$ cat config.mk
export PLATFORM = sky130hd
export DESIGN_NAME = atm_hec_unit
export DESIGN_NICKNAME = d
export VERILOG_FILES = /design/src/rtl/atm_hec_pkg.sv /design/src/rtl/atm_hec_octet_ctr.sv /design/src/rtl/atm_hec_crc.sv /design/src/rtl/atm_hec_finish.sv /design/src/rtl/atm_hec_unit.sv
export SDC_FILE = /design/constraint.sdc
export NUM_CORES = 1
export LEC_CHECK = 0
export ABC_AREA = 1
export BUFFER_PORTS_ARGS = -buffer_cell sky130_fd_sc_hd__buf_2
export CAP_MARGIN = 20
export CORE_MARGIN = 2
export CORE_UTILIZATION = 40
export CTS_BUF_LIST = sky130_fd_sc_hd__clkbuf_16
export DETAILED_ROUTE_END_ITERATION = 7
export SETUP_SLACK_MARGIN = 0.3
export SYNTH_ARGS = -nofsm -noshare
export SYNTH_HDL_FRONTEND = slang
export SYNTH_SLANG_ARGS = --single-unit
export TNS_END_PERCENT = 50
$ cat constraint.sdc
create_clock -name clk -period 2.35 [get_ports clk]
set_clock_uncertainty 0.05 [all_clocks]
set_input_delay 0.235 -clock clk [delete_from_list [all_inputs] [get_ports clk]]
set_output_delay 0.235 -clock clk [all_outputs]
set_load 0.01 [all_outputs]
$ cat src/rtl/atm_hec_pkg.sv
package atm_hec_pkg;

  localparam int HEC_W = 8;

  typedef logic [HEC_W-1:0] octet_t;

  // One octet through a CRC-8 divider, most significant bit first.
  function automatic octet_t crc_step(input octet_t rem, input octet_t din,
                                      input octet_t poly);
    octet_t r;
    logic   fb;
    r = rem;
    for (int b = HEC_W - 1; b >= 0; b--) begin
      fb = r[HEC_W-1] ^ din[b];
      r  = {r[HEC_W-2:0], 1'b0} ^ (fb ? poly : '0);
    end
    return r;
  endfunction

endpackage

$ cat src/rtl/atm_hec_octet_ctr.sv
module atm_hec_octet_ctr #(
  parameter int CELL_LEN = 53,
  parameter int CW       = $clog2(CELL_LEN)
) (
  input  logic          clk,
  input  logic          rst_n,
  input  logic          beat_en,
  input  logic          soc,
  output logic [CW-1:0] oct_idx,
  output logic [CW-1:0] cnt_q
);

  localparam logic [CW-1:0] LAST = CW'(CELL_LEN - 1);

  logic [CW-1:0] cnt_d;

  always_comb begin
    oct_idx = soc ? '0 : cnt_q;
    cnt_d   = cnt_q;
    if (beat_en) begin
      cnt_d = (oct_idx == LAST) ? '0 : oct_idx + 1'b1;
    end
  end

  always_ff @(posedge clk or negedge rst_n) begin
    if (!rst_n) begin
      cnt_q <= '0;
    end else if (beat_en) begin
      cnt_q <= cnt_d;
    end
  end

endmodule

$ cat src/rtl/atm_hec_crc.sv
module atm_hec_crc
  import atm_hec_pkg::*;
#(
  parameter octet_t POLY = 8'h07
) (
  input  logic   clk,
  input  logic   rst_n,
  input  logic   step_en,
  input  logic   restart,
  input  octet_t din,
  output octet_t crc_q
);

  octet_t crc_d;

  always_comb begin
    crc_d = crc_step(restart ? '0 : crc_q, din, POLY);
  end

  always_ff @(posedge clk or negedge rst_n) begin
    if (!rst_n) begin
      crc_q <= '0;
    end else if (step_en) begin
      crc_q <= crc_d;
    end
  end

endmodule

$ cat src/rtl/atm_hec_finish.sv
module atm_hec_finish
  import atm_hec_pkg::*;
#(
  parameter octet_t COSET = 8'h55
) (
  input  octet_t crc,
  input  logic   coset_en,
  input  logic   invert_en,
  output octet_t hec
);

  octet_t with_coset;

  always_comb begin
    with_coset = crc ^ (coset_en ? COSET : '0);
    hec        = invert_en ? ~with_coset : with_coset;
  end

endmodule

$ cat src/rtl/atm_hec_unit.sv
module atm_hec_unit
  import atm_hec_pkg::*;
#(
  parameter int     CELL_LEN = 53,
  parameter int     HDR_LEN  = 4,
  parameter octet_t POLY     = 8'h07,
  parameter octet_t COSET    = 8'h55
) (
  input  logic       clk,
  input  logic       rst_n,
  input  logic       in_valid,
  input  logic       in_soc,
  input  logic [7:0] in_data,
  input  logic       cfg_check_en,
  input  logic       cfg_regen_en,
  input  logic       cfg_coset_en,
  input  logic       cfg_invert_en,
  output logic       out_valid,
  output logic       out_soc,
  output logic [7:0] out_data,
  output logic       hec_error
);

  localparam int            CW      = $clog2(CELL_LEN);
  localparam logic [CW-1:0] HEC_POS = CW'(HDR_LEN);

  logic [CW-1:0] oct_idx;
  logic [CW-1:0] cnt_q;
  logic          hdr_beat;
  logic          first_beat;
  logic          hec_beat;
  octet_t        crc_q;
  octet_t        hec_exp;

  logic          valid_d, soc_d, err_d;
  octet_t        data_d;

  atm_hec_octet_ctr #(.CELL_LEN(CELL_LEN), .CW(CW)) u_ctr (
    .clk     (clk),
    .rst_n   (rst_n),
    .beat_en (in_valid),
    .soc     (in_soc),
    .oct_idx (oct_idx),
    .cnt_q   (cnt_q)
  );

  assign hdr_beat   = in_valid && (oct_idx < HEC_POS);
  assign first_beat = (oct_idx == '0);
  assign hec_beat   = in_valid && (oct_idx == HEC_POS);

  atm_hec_crc #(.POLY(POLY)) u_crc (
    .clk     (clk),
    .rst_n   (rst_n),
    .step_en (hdr_beat),
    .restart (first_beat),
    .din     (in_data),
    .crc_q   (crc_q)
  );

  atm_hec_finish #(.COSET(COSET)) u_fin (
    .crc       (crc_q),
    .coset_en  (cfg_coset_en),
    .invert_en (cfg_invert_en),
    .hec       (hec_exp)
  );

  // Next-state for the output stage.
  always_comb begin
    valid_d = in_valid;
    soc_d   = in_valid && in_soc;
    err_d   = hec_beat && cfg_check_en && (in_data != hec_exp);
    data_d  = (hec_beat && cfg_check_en && cfg_regen_en) ? hec_exp : in_data;
  end

  always_ff @(posedge clk or negedge rst_n) begin
    if (!rst_n) begin
      out_valid <= 1'b0;
      out_soc   <= 1'b0;
      hec_error <= 1'b0;
    end else begin
      out_valid <= valid_d;
      out_soc   <= soc_d;
      hec_error <= err_d;
    end
  end

  // Data path register: loaded only on valid beats.
  always_ff @(posedge clk) begin
    if (in_valid) begin
      out_data <= data_d;
    end
  end

endmodule

# After elaboration in Yosys (flattened, before gate mapping)
# Index checks and enable logic that the tools add are counted.
dict set report word_totals {
  output_inout_bits 11
  register_bits 25
}
dict set report classes {
  magnitude_cmp 1
  reduce_logical 7
  mux 14
  addsub 1
  n_bitwise 18
  eq_ne 3
}
# op n
set ops {}
lappend ops {{XOR 8 bit} 9}
lappend ops {{two-way mux 3 bit} 8}
lappend ops {{two-way mux 8 bit} 3}
lappend ops {{two-way mux 6 bit} 2}
lappend ops {{!= test 8 bit} 1}
lappend ops {{inverter 8 bit} 1}
lappend ops {{XOR 1 bit} 8}
lappend ops {{two-way mux 7 bit} 1}
lappend ops {{adder 6 x 1 -> 6 bit (second input constant)} 1}
lappend ops {{== test 6 x 3 -> 1 bit (second input constant)} 1}
lappend ops {{== test 6 bit (second input constant)} 1}
lappend ops {{logical AND 1 bit} 6}
lappend ops {{zero test 6 bit} 1}
lappend ops {{< comparator 6 x 3 -> 1 bit (second input constant)} 1}

# Longest topological paths before layout
dict set report logic_depth {
  ltp_word 27
  depth_mapped 17
  ltp_nobuf 16
}

# By module
# From an unflattened synthesis, not the netlist that was laid out.
dict set report hier_totals {
  cells_unflattened 296
  area_unflattened_um2 2117.0
}
# mod instances cells_per_inst seq_area_each_um2 area_each_um2
set modules_own_cells {}
lappend modules_own_cells {atm_hec_crc 1 105 200.2 833.3}
lappend modules_own_cells {atm_hec_unit 1 92 315.3 679.4}
lappend modules_own_cells {atm_hec_octet_ctr 1 59 150.1 412.9}
lappend modules_own_cells {atm_hec_finish 1 40 0.0 191.4}

# Worst setup path after synthesis
# No wires, ideal clock.
dict set report synth_path {
  path_kind {input-to-reg}
  from {input port in_soc}
  to {register u_crc.crc_q[5]}
  slack_ns 0.567
  arrival_time_ns 1.615
  t_required_ns 2.183
  n_path_buf 2
  setup_ns 0.117
  stages 12
  path_cell_list {buf_6 nor2_1 inv_1 ha_1 nand3_4 buf_12 nand2_4 xor2_2 xnor2_1 nand2_1 nand3_1 nand2_1}
}
dict set report synth_via {
  elab_chain_cells 13
}
# item line
set synth_lines {}
lappend synth_lines {{start: declaration} atm_hec_unit.sv:12} ;# input logic in_soc,
lappend synth_lines {{two-way mux 6 bit (*)} atm_hec_octet_ctr.sv:18} ;# oct_idx = soc ? '0 : cnt_q;
lappend synth_lines {{zero test 6 bit} atm_hec_unit.sv:48} ;# assign first_beat = (oct_idx == '0);
lappend synth_lines {{two-way mux 8 bit} atm_hec_crc.sv:17} ;# crc_d = crc_step(restart ? '0 : crc_q, din, POLY);
lappend synth_lines {{XOR 8 bit (2 in a row)} atm_hec_pkg.sv:15} ;# r = {r[HEC_W-2:0], 1'b0} ^ (fb ? poly : '0);
lappend synth_lines {{XOR 1 bit or XOR 8 bit (tied branches)} {atm_hec_pkg.sv:14, atm_hec_pkg.sv:15}}
lappend synth_lines {{two-way mux 3 bit (tied with other cells)} atm_hec_pkg.sv:15}
lappend synth_lines {{XOR 8 bit (tied with other cells)} atm_hec_pkg.sv:15}
lappend synth_lines {{XOR 8 bit or two-way mux 3 bit (tied branches)} atm_hec_pkg.sv:15}
lappend synth_lines {{XOR 8 bit (4 in a row)} atm_hec_pkg.sv:15}
lappend synth_lines {{end signal: assignment} atm_hec_crc.sv:24} ;# crc_q <= crc_d;
lappend synth_lines {{end: declaration} atm_hec_crc.sv:11} ;# output octet_t crc_q
# Mark *: on every way between the ends. The rest lies on a longest branch, timed or not.
# A chain may end at the register's enable or synchronous reset.

# Worst setup path after layout
dict set report layout_path {
  from {register u_ctr.cnt_q[0]}
  to {register u_crc.crc_q[6]}
}
dict set report layout_via {
  elab_chain_cells 13
}
# item line
set layout_lines {}
lappend layout_lines {{start: declaration} atm_hec_octet_ctr.sv:10} ;# output logic [CW-1:0] cnt_q
lappend layout_lines {{start signal: assignment} atm_hec_octet_ctr.sv:29} ;# cnt_q <= cnt_d;
lappend layout_lines {{two-way mux 6 bit (*)} atm_hec_octet_ctr.sv:18}
lappend layout_lines {{zero test 6 bit} atm_hec_unit.sv:48}
lappend layout_lines {{two-way mux 8 bit} atm_hec_crc.sv:17}
lappend layout_lines {{XOR 8 bit} atm_hec_pkg.sv:15}
lappend layout_lines {{XOR 1 bit or XOR 8 bit (tied branches)} {atm_hec_pkg.sv:14, atm_hec_pkg.sv:15}}
lappend layout_lines {{two-way mux 3 bit (tied with other cells)} atm_hec_pkg.sv:15}
lappend layout_lines {{XOR 8 bit (tied with other cells)} atm_hec_pkg.sv:15}
lappend layout_lines {{XOR 8 bit or two-way mux 3 bit (tied branches)} atm_hec_pkg.sv:15}
lappend layout_lines {{XOR 8 bit (5 in a row)} atm_hec_pkg.sv:15}
# Marks and branches as above.

==> impl_metrics.json <==
{
  "hp-class": "in2reg",
  "drt_iter0_markers": 62,
  "die_height_um": 71.8,
  "worstMarginPinSlew_ns": 0.654,
  "syn_to_final_growth_pct": 18.4,
  "dr.pass1.iters": 6,
  "vias_per_cell": 4.65,
  "die_area_um2": 5160,
  "ctsHtreeMaxLevel": 1,
  "outcome": "completed",
  "period_share": 0.806,
  "fin_crit_ns": 1.90,
  "initial_core_util": 0.420,
  "cp_common_cell": "inv_1",
  "maxCapViolations": 0,
  "finalSetupViolations": 0,
  "syn-num-nets": 253,
  "grt_usage": 0.156,
  "routed_wl_mm": 3.84,
  "final_cells": 317,
  "netlist_instances": 235,
  "placed_cells": 308,
  "antenna_cells": 0,
  "leakagePower_nw": 1.07,
  "critical_path.top_delay_family": "simple AND/OR/NAND/NOR gates",
  "clock_path_buffers": 2,
  "cts_buffers": 3,
  "grt_pass1_wl_mm": 6.31,
  "ant_nets": 0,
  "cp_cell_sequence": "inv_1, nor2_2, inv_1, ha_4, nand3_4, buf_4, nand2_2, xor2_4, inv_1, nand2_1, nand3_1, nand3_1, nand2_1",
  "coreArea_um2": 4380,
  "fmax_ghz": 0.528,
  "crit_fanout": 8,
  "cpPeakStageDelay_ns": 0.36,
  "ys_seq_area_frac": 0.362,
  "cts_tree": "yes",
  "setup.worst_path.class": "reg2reg",
  "drv_slew": 0,
  "worst-path-buf-inv": 4,
  "synth.distinct_cells": 30,
  "slew_headroom": 0.560,
  "cts-root-buf": "clkbuf_16",
  "first_global_vias": 1399,
  "ir_worst_vdd_mv": 0.291,
  "grt_max_degree": 18,
  "avgSynthCellArea_um2": 7.83,
  "nNetsFinal": 284,
  "avgRoutedWirePerCell_um": 12.1,
  "remaining_drc_errors": 0,
  "startpoint_type": "register",
  "die_w_um": 71.8,
  "synth-seq-cells": 25,
  "dp_hpwl_mm": 2.95,
  "cts.sinks": 25,
  "drive_above_1_share": 0.245,
  "antenna_found_initial": 0,
  "worstSetupEndpointType": "register",
  "syn_area_um2": 1840,
  "required_ns": 2.45,
  "total_power_w": 0.00181,
  "slowest_stage": "dfrtp_1",
  "hold_violations": 0,
  "vias": 1475,
  "ios": 27,
  "portBuffers": 26,
  "place.gp.congestion": 0.837,
  "holdWs_ns": 0.238,
  "clkSlewWorstSetupHoldPaths_ns": 0.06,
  "grt-ovfl-total": 0,
  "p_per_area_nw_per_um2": 831,
  "num_rows": 24,
  "tns_ns": 0,
  "ys_warn_count": 0,
  "insertion_delay_ns": 0.26,
  "rsz0062_at_grt": "yes",
  "cp.arrival_ns": 2.00
}
==> state kept, by name, indices dropped and copies added (netlist names) <==
| name | cells |
|---|---|
| out_data | 8 |
| u_ctr.cnt_q | 6 |
| out_soc | 1 |
| out_valid | 1 |
| u_crc.crc_q | 8 |
| hec_error | 1 |
==> worst min-delay path, stage by stage <==
cell     delay (ns)
buf_2          0.17
nand2_1        0.07
inv_1          0.03
==> Yosys cell counts <==
cell / count / area (um^2)
nand3_4: 1 / 17.5
buf_12: 1 / 20.0
nor2_2: 1 / 6.26
nor2_1: 10 / 37.5
nand3_1: 16 / 80.1
a21oi_1: 3 / 15.0
edfxtp_1: 8 / 240
nor4_1: 2 / 12.5
nand2_4: 2 / 22.5
clkbuf_1: 3 / 11.3
nor3_1: 1 / 5.00
xor2_2: 5 / 81.3
buf_2: 2 / 10.0
o21ai_0: 5 / 25.0
o21ai_1: 6 / 30.0
ha_1: 2 / 25.0
inv_1: 24 / 90.1
buf_6: 1 / 11.3
dfrtp_1: 17 / 425
nor3b_2: 1 / 12.5
a21boi_0: 1 / 7.51
nand2_2: 6 / 37.5
nand3_2: 3 / 30.0
xor2_1: 14 / 123
inv_4: 1 / 6.26
xnor2_1: 9 / 78.8
and2_1: 1 / 6.26
o22ai_1: 5 / 31.3
nand2_1: 82 / 308
o21ai_4: 2 / 32.5
==> layer usage <==
| layer | GRT usage | wire (um) | vias to the layer above |
|---|---|---|---|
| met5 | 0 | 0 | - |
| met4 | 0.0482 | 32 | 0 |
| met3 | 0.0267 | 139 | 4 |
| met2 | 0.263 | 1830 | 26 |
| met1 | 0.204 | 1840 | 653 |
| li1 | - | - | 792 |
==> worst paths after layout <==
check	from	end	slack (ns)	cells after the start
setup / recovery	u_ctr.cnt_q[0]	u_crc.crc_q[6]	0.45	13
hold / removal	in_soc	out_soc	0.24	3
setup reg to reg	u_ctr.cnt_q[0]	u_crc.crc_q[6]	0.45	13
hold reg to reg	u_crc.crc_q[5]	u_crc.crc_q[5]	0.49	2
max in group asynchronous	rst_n	u_ctr.cnt_q[2]	1.58	2
min in group asynchronous	rst_n	u_ctr.cnt_q[5]	0.38	2
==> final cells by class <==
| type | instances | area [um^2] |
|---|---|---|
| clock buffer | 3 | 75.1 |
| clock inverter | 1 | 3.75 |
| fill | 427 | 2210 |
| inverter | 25 | 96.3 |
| multi-input combinational | 178 | 1090 |
| sequential | 25 | 666 |
| tap | 52 | 65.1 |
| timing repair buffer | 33 | 185 |
==> kinds of logic after synthesis <==
| kind of cell | count (synthesis) | synth area share |
|---|---|---|
| and+or+nand+nor | 126 | 0.313 |
| DFF | 25 | 0.362 |
| adders and majority gates | 2 | 0.0136 |
| AOI/OAI and AO/OA | 22 | 0.0769 |
| buffers and inverters | 32 | 0.0810 |
| xor gates and xnor gates | 28 | 0.154 |
==> cell usage in the layout (no fill, tap or decap), types with 5 or more instances in the layout <==
cell type and count:
nand2_1 79, buf_2 26, inv_1 25, dfrtp_1 17, nand3_1 16, xor2_1 12, nand2_2 9, xnor2_1 9
nor2_1 8, edfxtp_1 8, o21ai_1 6, buf_4 6, o21ai_0 5, o22ai_1 5, xor2_2 5
==> power by group <==
group          internal, W  total, W  switching, W
Clock             0.000228  0.000382      0.000154
Combinational     0.000320  0.000779      0.000459
Sequential        0.000534  0.000650      0.000116
Total              0.00108   0.00181      0.000729
==> what timing repair did <==
action,4_1_cts,5_1_grt
endpoints found under the hold margin,17,0
hold buffers,1,0
buffers inserted,4,0
pin swaps,2,2
resized for setup,0,11
setup endpoints to repair,1,18
==> per-stage QoR <==
| step | worst slack (ns) | cell area, um^2 | utilization |
|---|---|---|---|
| final | 0.455 | 2180 | 0.497 |
| after global routing | 0.275 | 2180 | 0.497 |
| after global placement | 0.237 | 2000 | 0.455 |
| after CTS | 0.334 | 2120 | 0.483 |
| after floorplan | 0.567 | 1840 | - |
| after detailed placement | 0.224 | 2000 | 0.455 |
Note: power is estimated with default switching activity, not from simulation.
